[src/rtl/xfc_pkg.sv]
// Shared encodings for the Xon/Xoff flow controller.
// Assumes the 2-bit select fields keep their bit meaning (pair 1 = 10, pair 2 = 01).
package xfc_pkg;
    localparam logic [1:0] SEL_NONE = 2'b00;
    localparam logic [1:0] SEL_P1   = 2'b10;
    localparam logic [1:0] SEL_P2   = 2'b01;
    localparam logic [1:0] SEL_BOTH = 2'b11;

    // Progress of a two-character match in pair mode
    typedef enum logic [1:0] {
        PEND_NONE = 2'd0,
        PEND_ON   = 2'd1,
        PEND_OFF  = 2'd2
    } pend_e;
endpackage

[src/rtl/xfc_sticky.sv]
// Single state bit with set and clear inputs.
// SET_WINS picks which input has priority when both are high in one cycle.
module xfc_sticky #(
    parameter bit RST_VAL  = 1'b0,
    parameter bit SET_WINS = 1'b1
) (
    input  logic clk,
    input  logic rst_n,
    input  logic set_i,
    input  logic clr_i,
    output logic q_o
);
    logic q_d;

    generate
        if (SET_WINS) begin : g_set_pri
            // next state with set dominant
            always_comb q_d = set_i ? 1'b1 : (clr_i ? 1'b0 : q_o);
        end else begin : g_clr_pri
            // next state with clear dominant
            always_comb q_d = clr_i ? 1'b0 : (set_i ? 1'b1 : q_o);
        end
    endgenerate

    // state register
    always_ff @(posedge clk) begin
        if (!rst_n) q_o <= RST_VAL;
        else        q_o <= q_d;
    end
endmodule

[src/rtl/xfc_rx_match.sv]
// Receive-side matcher: compares each incoming byte with the programmed
// characters, decides whether it is stored, and raises pause/resume/special
// events in the same cycle as the byte. Assumes rx_valid is a one-cycle strobe.
module xfc_rx_match
    import xfc_pkg::*;
#(
    parameter int CW = 8
) (
    input  logic          clk,
    input  logic          rst_n,
    input  logic [1:0]    rx_sel,
    input  logic          spcl_act,
    input  logic          rx_valid,
    input  logic [CW-1:0] rx_byte,
    input  logic [CW-1:0] on1,
    input  logic [CW-1:0] off1,
    input  logic [CW-1:0] on2,
    input  logic [CW-1:0] off2,
    output logic          wr_o,
    output logic [CW-1:0] wr_data_o,
    output logic          pause_evt,
    output logic          resume_evt,
    output logic          spcl_evt
);
    pend_e pend_q, pend_d;
    logic  drop;

    // classify the current byte against the selected comparison
    always_comb begin
        drop       = 1'b0;
        pause_evt  = 1'b0;
        resume_evt = 1'b0;
        spcl_evt   = 1'b0;
        pend_d     = PEND_NONE;
        if (rx_valid) begin
            case (rx_sel)
                SEL_P1: begin
                    if (rx_byte == off1) begin
                        pause_evt = 1'b1;
                        drop      = 1'b1;
                    end else if (rx_byte == on1) begin
                        resume_evt = 1'b1;
                        drop       = 1'b1;
                    end
                end
                SEL_P2: begin
                    if (rx_byte == off2) begin
                        pause_evt = 1'b1;
                        drop      = 1'b1;
                    end else if (rx_byte == on2) begin
                        resume_evt = 1'b1;
                        drop       = 1'b1;
                    end
                end
                SEL_BOTH: begin
                    if (pend_q == PEND_OFF && rx_byte == off2) begin
                        pause_evt = 1'b1;
                        drop      = 1'b1;
                    end else if (pend_q == PEND_ON && rx_byte == on2) begin
                        resume_evt = 1'b1;
                        drop       = 1'b1;
                    end else if (rx_byte == off1) begin
                        pend_d = PEND_OFF;
                    end else if (rx_byte == on1) begin
                        pend_d = PEND_ON;
                    end
                end
                default: begin
                    spcl_evt = spcl_act && (rx_byte == off2);
                end
            endcase
        end else if (rx_sel == SEL_BOTH) begin
            pend_d = pend_q;
        end
    end

    // pair-match progress register
    always_ff @(posedge clk) begin
        if (!rst_n) pend_q <= PEND_NONE;
        else        pend_q <= pend_d;
    end

    // registered FIFO write port
    always_ff @(posedge clk) begin
        if (!rst_n) begin
            wr_o      <= 1'b0;
            wr_data_o <= '0;
        end else begin
            wr_o      <= rx_valid && !drop;
            wr_data_o <= rx_byte;
        end
    end
endmodule

[src/rtl/xfc_tx_inject.sv]
// Transmit-side inserter: on a request, emits one or two flow-control
// characters over a valid/ready handshake. Assumes the transmit shifter
// gives these characters priority over FIFO data.
module xfc_tx_inject
    import xfc_pkg::*;
#(
    parameter int CW = 8
) (
    input  logic          clk,
    input  logic          rst_n,
    input  logic [1:0]    tx_sel,
    input  logic          req_on,
    input  logic          req_off,
    input  logic          ready_i,
    input  logic [CW-1:0] on1,
    input  logic [CW-1:0] off1,
    input  logic [CW-1:0] on2,
    input  logic [CW-1:0] off2,
    output logic          valid_o,
    output logic [CW-1:0] byte_o
);
    logic busy_q;
    logic kind_off_q;
    logic num2_q;
    logic more_q;

    // sequence state: which character is offered and whether one follows
    always_ff @(posedge clk) begin
        if (!rst_n) begin
            busy_q     <= 1'b0;
            kind_off_q <= 1'b0;
            num2_q     <= 1'b0;
            more_q     <= 1'b0;
        end else if (!busy_q) begin
            if ((req_on || req_off) && tx_sel != SEL_NONE) begin
                busy_q     <= 1'b1;
                kind_off_q <= req_off;
                num2_q     <= (tx_sel == SEL_P2);
                more_q     <= (tx_sel == SEL_BOTH);
            end
        end else if (ready_i) begin
            if (more_q) begin
                more_q <= 1'b0;
                num2_q <= 1'b1;
            end else begin
                busy_q <= 1'b0;
            end
        end
    end

    // character selection from the programmed registers
    always_comb begin
        case ({kind_off_q, num2_q})
            2'b00:   byte_o = on1;
            2'b01:   byte_o = on2;
            2'b10:   byte_o = off1;
            default: byte_o = off2;
        endcase
    end

    assign valid_o = busy_q;
endmodule

[src/rtl/xoff_flow_ctrl.sv]
// Top of the Xon/Xoff flow controller: joins the receive matcher, the
// pause state, the special-character flag and the transmit inserter.
// Assumes the transmitter checks tx_enable only before starting a character.
module xoff_flow_ctrl
    import xfc_pkg::*;
#(
    parameter int CW = 8
) (
    input  logic          clk,
    input  logic          rst_n,
    input  logic [3:0]    fc_mode,
    input  logic          spcl_en,
    input  logic [CW-1:0] xon1,
    input  logic [CW-1:0] xoff1,
    input  logic [CW-1:0] xon2,
    input  logic [CW-1:0] xoff2,
    input  logic          rx_valid,
    input  logic [CW-1:0] rx_byte,
    output logic          rxf_wr,
    output logic [CW-1:0] rxf_data,
    output logic          tx_enable,
    input  logic          send_xon,
    input  logic          send_xoff,
    input  logic          ins_ready,
    output logic          ins_valid,
    output logic [CW-1:0] ins_byte,
    input  logic          stat_rd,
    output logic          spcl_irq
);
    logic [1:0] rx_sel;
    logic [1:0] tx_sel;
    logic       spcl_act;
    logic       pause_evt, resume_evt, spcl_evt;
    logic       paused;

    assign rx_sel   = fc_mode[1:0];
    assign tx_sel   = fc_mode[3:2];
    assign spcl_act = spcl_en && (fc_mode == 4'b0000);

    xfc_rx_match #(.CW(CW)) u_rx (
        .clk        (clk),
        .rst_n      (rst_n),
        .rx_sel     (rx_sel),
        .spcl_act   (spcl_act),
        .rx_valid   (rx_valid),
        .rx_byte    (rx_byte),
        .on1        (xon1),
        .off1       (xoff1),
        .on2        (xon2),
        .off2       (xoff2),
        .wr_o       (rxf_wr),
        .wr_data_o  (rxf_data),
        .pause_evt  (pause_evt),
        .resume_evt (resume_evt),
        .spcl_evt   (spcl_evt)
    );

    xfc_sticky #(.RST_VAL(1'b0), .SET_WINS(1'b0)) u_pause (
        .clk   (clk),
        .rst_n (rst_n),
        .set_i (pause_evt),
        .clr_i (resume_evt || (rx_sel == SEL_NONE)),
        .q_o   (paused)
    );

    xfc_sticky #(.RST_VAL(1'b0), .SET_WINS(1'b1)) u_flag (
        .clk   (clk),
        .rst_n (rst_n),
        .set_i (spcl_evt),
        .clr_i (stat_rd),
        .q_o   (spcl_irq)
    );

    xfc_tx_inject #(.CW(CW)) u_tx (
        .clk     (clk),
        .rst_n   (rst_n),
        .tx_sel  (tx_sel),
        .req_on  (send_xon),
        .req_off (send_xoff),
        .ready_i (ins_ready),
        .on1     (xon1),
        .off1    (xoff1),
        .on2     (xon2),
        .off2    (xoff2),
        .valid_o (ins_valid),
        .byte_o  (ins_byte)
    );

    assign tx_enable = !paused;
endmodule

[config.mk]
export PLATFORM = sky130hd
export DESIGN_NAME = xoff_flow_ctrl
export DESIGN_NICKNAME = d
export VERILOG_FILES = /design/src/rtl/xfc_pkg.sv /design/src/rtl/xfc_sticky.sv /design/src/rtl/xfc_rx_match.sv /design/src/rtl/xfc_tx_inject.sv /design/src/rtl/xoff_flow_ctrl.sv
export SDC_FILE = /design/constraint.sdc
export NUM_CORES = 1
export LEC_CHECK = 0
export BUFFER_PORTS_ARGS = -buffer_cell sky130_fd_sc_hd__clkbuf_2
export CORE_ASPECT_RATIO = 1.4
export CORE_UTILIZATION = 45
export CTS_BUF_LIST = sky130_fd_sc_hd__clkbuf_4 sky130_fd_sc_hd__clkbuf_8 sky130_fd_sc_hd__clkbuf_16
export CTS_CLUSTER_SIZE = 28
export DETAILED_ROUTE_END_ITERATION = 12
export PLACE_DENSITY = 0.8
export SYNTH_ARGS = -nofsm -noshare
export SYNTH_HDL_FRONTEND = slang
export SYNTH_HIERARCHICAL = 1
export SYNTH_SLANG_ARGS = --single-unit
[constraint.sdc]
create_clock -name clk -period 1.57 [get_ports clk]
set_input_delay 0.0785 -clock clk [delete_from_list [all_inputs] [get_ports clk]]
set_output_delay 0.0785 -clock clk [all_outputs]
set_load 0.01 [all_outputs]
==> results of run 1 <==
==> power by group <==
| group | total [mW] | switching (mW) | internal, mW |
|---|---|---|---|
| Sequential | 0.469 | 0.0162 | 0.453 |
| Clock | 0.359 | 0.161 | 0.198 |
| Combinational | 0.421 | 0.196 | 0.225 |
==> layer usage <==
metal | up-vias | routed length (um)
met2 | 45 | 1870
met3 | 9 | 156
met1 | 616 | 1260
met5 | - | 0
li1 | 644 | -
met4 | 0 | 92
==> through the flow <==
stage                util  cell area, sq um  setup WS, ns  instances
finish              0.639              1840        0.0804        250
global route        0.639              1840        0.0210        250
CTS                 0.639              1840        0.0610        250
detailed placement  0.622              1790       -0.0458        246
global placement    0.622              1790      -0.00735        246
floorplan               -              1370         0.120        138
==> worst paths after layout <==
check | from | end | slack [ns] | cells after the start
setup / recovery | u_tx/num2_q | ins_byte[3] | 0.08 | 3
hold / removal | send_xoff | u_tx/kind_off_q | 0.07 | 2
setup reg to reg | u_rx/pend_q[1] | u_pause/q_o | 0.13 | 6
hold reg to reg | u_tx/more_q | u_tx/more_q | 0.50 | 2
==> state kept, by name, indices dropped and copies added, names as in the netlist <==
name,cells
u_tx/valid_o,1
u_tx/more_q,1
u_rx/wr_o,1
u_rx/pend_q,2
u_flag/q_o,1
u_tx/kind_off_q,1
u_rx/wr_data_o,8
u_tx/num2_q,1
u_pause/q_o,1
==> cells by family after synthesis <==
kind of cell    count (synthesis)  share of synthesized area
simple gates                   49                      0.244
xor+xnor                       32                      0.210
compound gates                 18                      0.104
flops                          17                      0.248
buf+inv                        14                     0.0630
mux                             8                      0.131
==> cells in the mapped netlist, types with 2 or more instances <==
library cell / instances
a21oi_1: 3
and2_1: 8
buf_2: 6
buf_6: 3
dfxtp_1: 17
inv_1: 4
mux4_2: 8
nand2_1: 5
nand3_1: 4
nand4_1: 5
nor2_1: 6
nor2b_1: 2
nor2b_4: 2
nor3_1: 2
nor3b_1: 2
nor4_1: 3
nor4_2: 2
o21a_1: 2
xnor2_1: 22
xor2_1: 9
==> layout make-up <==
cell class,count,area (sq um),area share
Timing Repair Buffer,81,443,0.241
Inverter,4,15.0,0.00817
Multi-Input combinational cell,107,945,0.514
Clock buffer,4,48.8,0.0265
Sequential cell,17,340,0.185
Tap cell,37,46.3,0.0252
==> worst max-delay path, cell delays in order (launching register included) <==
cell and delay, ns:
dfxtp_1 0.33, buf_4 0.17, mux4_2 0.51, clkbuf_2 0.14
==> out/metrics.yaml, run 1 <==
status:
  status: "completed"
synth:
  synth_edf_count: 0
  netlist_top_cells_area: "dfxtp_1, xnor2_1, mux4_2, xor2_1, and2_1"
  synth_top_area_frac: 0.248
  synth_async_sr_flop_share: 0
  yosysSeqAreaShare: 0.248
  avgSynthCellArea_sq_um: 9.94
  ys_ff_latch: 17
  yosysWarnings: 6
  synth_flop_cell: "dfxtp_1"
  syn_nets: 190
  netlist_instances: 138
  synth_cell_types: 43
  yosysTopAreaCell: "dfxtp_1"
  syn_area_sq_mm: 0.00137
finish:
  layout.nets: 266
  final_cell_mix: "clkbuf_2, xnor2_1, dfxtp_1"
  area_delta_synth_final_pct: 34.0
  fill_cells: 272
  final_layout_size_suffix_gt1_frac: 0.488
  layout_commonest_cell: "clkbuf_2"
  diodes: 0
pwr:
  pwr_density_cell_mw_per_mm2: 679
  total_power_mw: 1.25
  p_leak_nw: 0.800
  max-vdd-ir-drop_v: 0.000398
timing:
  report.final.slew_viol_count: 0
  finalHoldViolCount: 0
  post-route-period-util: 0.949
  finalSetupTns_ns: 0
  period_needed_ns: 1.49
  worstMarginPinSlew_ns: 0.436
  clock.fmax_ghz: 0.671
  worst_clock_skew_ns: 0.00586
  setup_violations: 0
  rsz0062_at_grt: "no"
  relSlewSlack: 0.709
  hold_ws_ns: 0.0699
grt:
  grt_util_met3: 0.0405
  antenna_found_initial: 0
  grtUsageMet2: 0.432
  grt_max_degree: 12
  grt_util_met1: 0.230
  top_usage_layer: "met2"
  groute.usage.overall: 0.225
  grt_pass1_vias: 1296
  overflow: 0
  grt_pass1_wl_um: 5510
clock_tree:
  cts_buffers: 3
  cts_tree: "done"
  clk_pin_slew_ns: 0.06
  cts_root_buffer: "clkbuf_8"
  postCtsSetupRepairBufs: 0
  cts-resized-gates: 0
  insertion_delay_ns: 0.26
  htreeDepth: 1
  clock_path_buffers: 2
  hold_buffers: 0
  cts_sinks: 17
setup_path:
  endpoint_kind: "output pin"
  startpoint_type: "flop"
  arrival_ns: 1.41
  worstPathMaxFanout: 5
  path_class: "flop to output pin"
  cp.required_ns: 1.49
floorplanning:
  die_area_sq_mm: 0.00328
  io_pins: 72
  die_h_um: 67.3
  initial_utilization: 0.477
  die_w_um: 48.7
  core.rowCount: 23
  coreArea_sq_mm: 0.00288
routing:
  firstDrtPassIters: 4
  avgViaCountPerCell: 5.26
  routed_wl_um: 3380
  drt_iter0_drc: 29
  post_drt_wl_per_cell_um: 13.5
  drc: 0
  ant_nets: 0
  vias: 1314
place:
  dp_hpwl_um: 2890
  routabilityCongestion: 0.855
  port-buffer-count: 71
flow_run:
  cap_violations: 0
hold_path:
  hp-class: "primary input to flop"
No activity file was read; power rests on OpenSTA's default activity.
==> inputs of run 2 (changes only) <==
--- a/config.mk
+++ b/config.mk
@@ -12,6 +12,7 @@
 export CTS_CLUSTER_SIZE = 28
 export DETAILED_ROUTE_END_ITERATION = 12
 export PLACE_DENSITY = 0.8
+export REMOVE_ABC_BUFFERS = 1
 export SYNTH_ARGS = -nofsm -noshare
 export SYNTH_HDL_FRONTEND = slang
 export SYNTH_HIERARCHICAL = 1
==> out/metrics.yaml, run 2 (synthesis results as in run 1) <==
status:
  status: "completed"  # unchanged
pwr:
  pwr_density_cell_mw_per_mm2: 670  # was 679 mW/mm^2
  p_leak_nw: 0.798  # was 0.800 nW
  total_power_mw: 1.23  # was 1.25 mW
  max-vdd-ir-drop_v: 0.000408  # was 0.000398 V
timing:
  period_needed_ns: 1.46  # was 1.49 ns
  worstMarginPinSlew_ns: 0.439  # was 0.436 ns
  worst_clock_skew_ns: 0.00587  # was 0.00586 ns
  finalSetupTns_ns: 0  # unchanged
  relSlewSlack: 0.707  # was 0.709
  setup_violations: 0  # unchanged
  rsz0062_at_grt: "no"  # unchanged
  clock.fmax_ghz: 0.685  # was 0.671 GHz
  report.final.slew_viol_count: 0  # unchanged
  hold_ws_ns: 0.0697  # was 0.0699 ns
  post-route-period-util: 0.930  # was 0.949
  finalHoldViolCount: 0  # unchanged
hold_path:
  hp-class: "primary input to flop"  # unchanged
finish:
  reg_top3: "u_rx/wr_data_o (8), u_rx/pend_q (2)"  # unchanged
  final_layout_size_suffix_gt1_frac: 0.500  # was 0.488
  layout.nets: 267  # was 266
  layout_commonest_cell: "clkbuf_2"  # unchanged
  seq_area_sq_um: 344  # was 340 sq um
  fill_cells: 250  # was 272
  stdcell_area_sq_mm: 0.00184  # unchanged
  diodes: 0  # unchanged
  largest_reg_flops: 8  # unchanged
  area_delta_synth_final_pct: 34.0  # unchanged
  regMostFlops: "u_rx/wr_data_o"  # unchanged
  final_cell_mix: "clkbuf_2, xnor2_1, dfxtp_1"  # unchanged
  multi_input_area_sq_um: 948  # was 945 sq um
routing:
  drt_iter0_drc: 27  # was 29
  ant_nets: 0  # unchanged
  vias: 1362  # was 1,314
  avgViaCountPerCell: 5.43  # was 5.26
  firstDrtPassIters: 4  # unchanged
  routed_wl_um: 3550  # was 3380 um
  drc: 0  # unchanged
  post_drt_wl_per_cell_um: 14.2  # was 13.5 um
grt:
  groute.usage.overall: 0.232  # was 0.225
  grt_pass1_vias: 1379  # was 1,296
  grt_pass1_wl_um: 5850  # was 5510 um
  grt_max_degree: 18  # was 12
  antenna_found_initial: 0  # unchanged
  overflow: 0  # unchanged
clock_tree:
  clk_pin_slew_ns: 0.07  # was 0.06 ns
  clock_path_buffers: 2  # unchanged
  cts_sinks: 17  # unchanged
  insertion_delay_ns: 0.26  # about the same
  cts_tree: "done"  # unchanged
  htreeDepth: 1  # unchanged
  cts_buffers: 3  # unchanged
  cts_root_buffer: "clkbuf_8"  # unchanged
floorplanning:
  initial_utilization: 0.477  # unchanged
  coreArea_sq_mm: 0.00288  # unchanged
  die_h_um: 67.3  # unchanged
  core.rowCount: 23  # unchanged
  die_area_sq_mm: 0.00328  # unchanged
  die_w_um: 48.7  # unchanged
  io_pins: 72  # unchanged
setup_path:
  startpoint_type: "flop"  # unchanged
  endpoint_kind: "output pin"  # unchanged
  worstPathMaxFanout: 9  # was 5
  arrival_ns: 1.38  # was 1.41 ns
  cp.required_ns: 1.49  # about the same
  path_class: "flop to output pin"  # unchanged
flow_run:
  cap_violations: 0  # unchanged
place:
  routabilityCongestion: 0.879  # was 0.855
  dp_hpwl_um: 2900  # was 2890 um
  port-buffer-count: 71  # unchanged
  postPlaceCellArea_sq_mm: 0.00178  # was 0.00179 sq mm
==> run 2: cell types whose count changed in the layout (fill, tap and decap cells not counted) <==
cell | before | now
a21oi_1 | 3 | 2
dfxtp_1 | 17 | 16
dfxtp_4 | 0 | 1
clkbuf_4 | 1 | 0
a21oi_2 | 0 | 1
clkinv_2 | 0 | 1
buf_4 | 9 | 11
buf_12 | 1 | 0
==> run 2: area by class of cell <==
type                            count  share of cell area
Clock buffer                        3              0.0225
Clock inverter                      1             0.00272
Sequential cell                    17               0.187
Tap cell                           37              0.0252
Timing Repair Buffer               82               0.238
Inverter                            4             0.00817
Multi-Input combinational cell    107               0.516
==> run 2: per-layer routing <==
metal,vias to the layer above,GRT usage,share of wire
met2,64,0.420,0.52
met5,-,0,0
met3,24,0.0315,0.047
met1,632,0.257,0.39
met4,0,0.147,0.050
li1,642,-,-
==> run 2: metrics by stage <==
stage,utilization,cells,worst slack [ns]
5_1_grt,0.639,251,0.0355
3_3_place_gp,0.620,247,0.00179
4_1_cts,0.637,251,0.0952
3_5_place_dp,0.620,247,-0.0553
6_report,0.639,251,0.110
2_1_floorplan,-,128,0.222
==> run 2: worst max-delay path: stages (launching register included) <==
cell	delay (ns)
dfxtp_4	0.46
mux4_2	0.53
clkbuf_2	0.14
==> run 2: repair_timing <==
action / 4_1_cts / 5_1_grt
gates resized for setup: 2 / 1
setup endpoints to repair: 8 / 1
hold buffers: 0 / 0
hold endpoints to repair: 0 / 0
buffers inserted: 0 / 0
==> run 2: worst paths after layout <==
check                 start               to  slack (ns)  cells past startpoint
max             u_tx/num2_q      ins_byte[6]        0.11                      2
min               send_xoff  u_tx/kind_off_q        0.07                      2
max reg2reg  u_rx/pend_q[1]      u_pause/q_o        0.12                      6
min reg2reg     u_tx/more_q      u_tx/more_q        0.51                      2
==> run 2: where the power goes <==
group / internal [mW] / switching [mW] / leakage, nW / total [mW]
combinational: 0.220 / 0.186 / 0.632 / 0.406
clock: 0.177 / 0.169 / 0.0255 / 0.346
sequential: 0.453 / 0.0271 / 0.141 / 0.480
total: 0.849 / 0.382 / 0.798 / 1.23
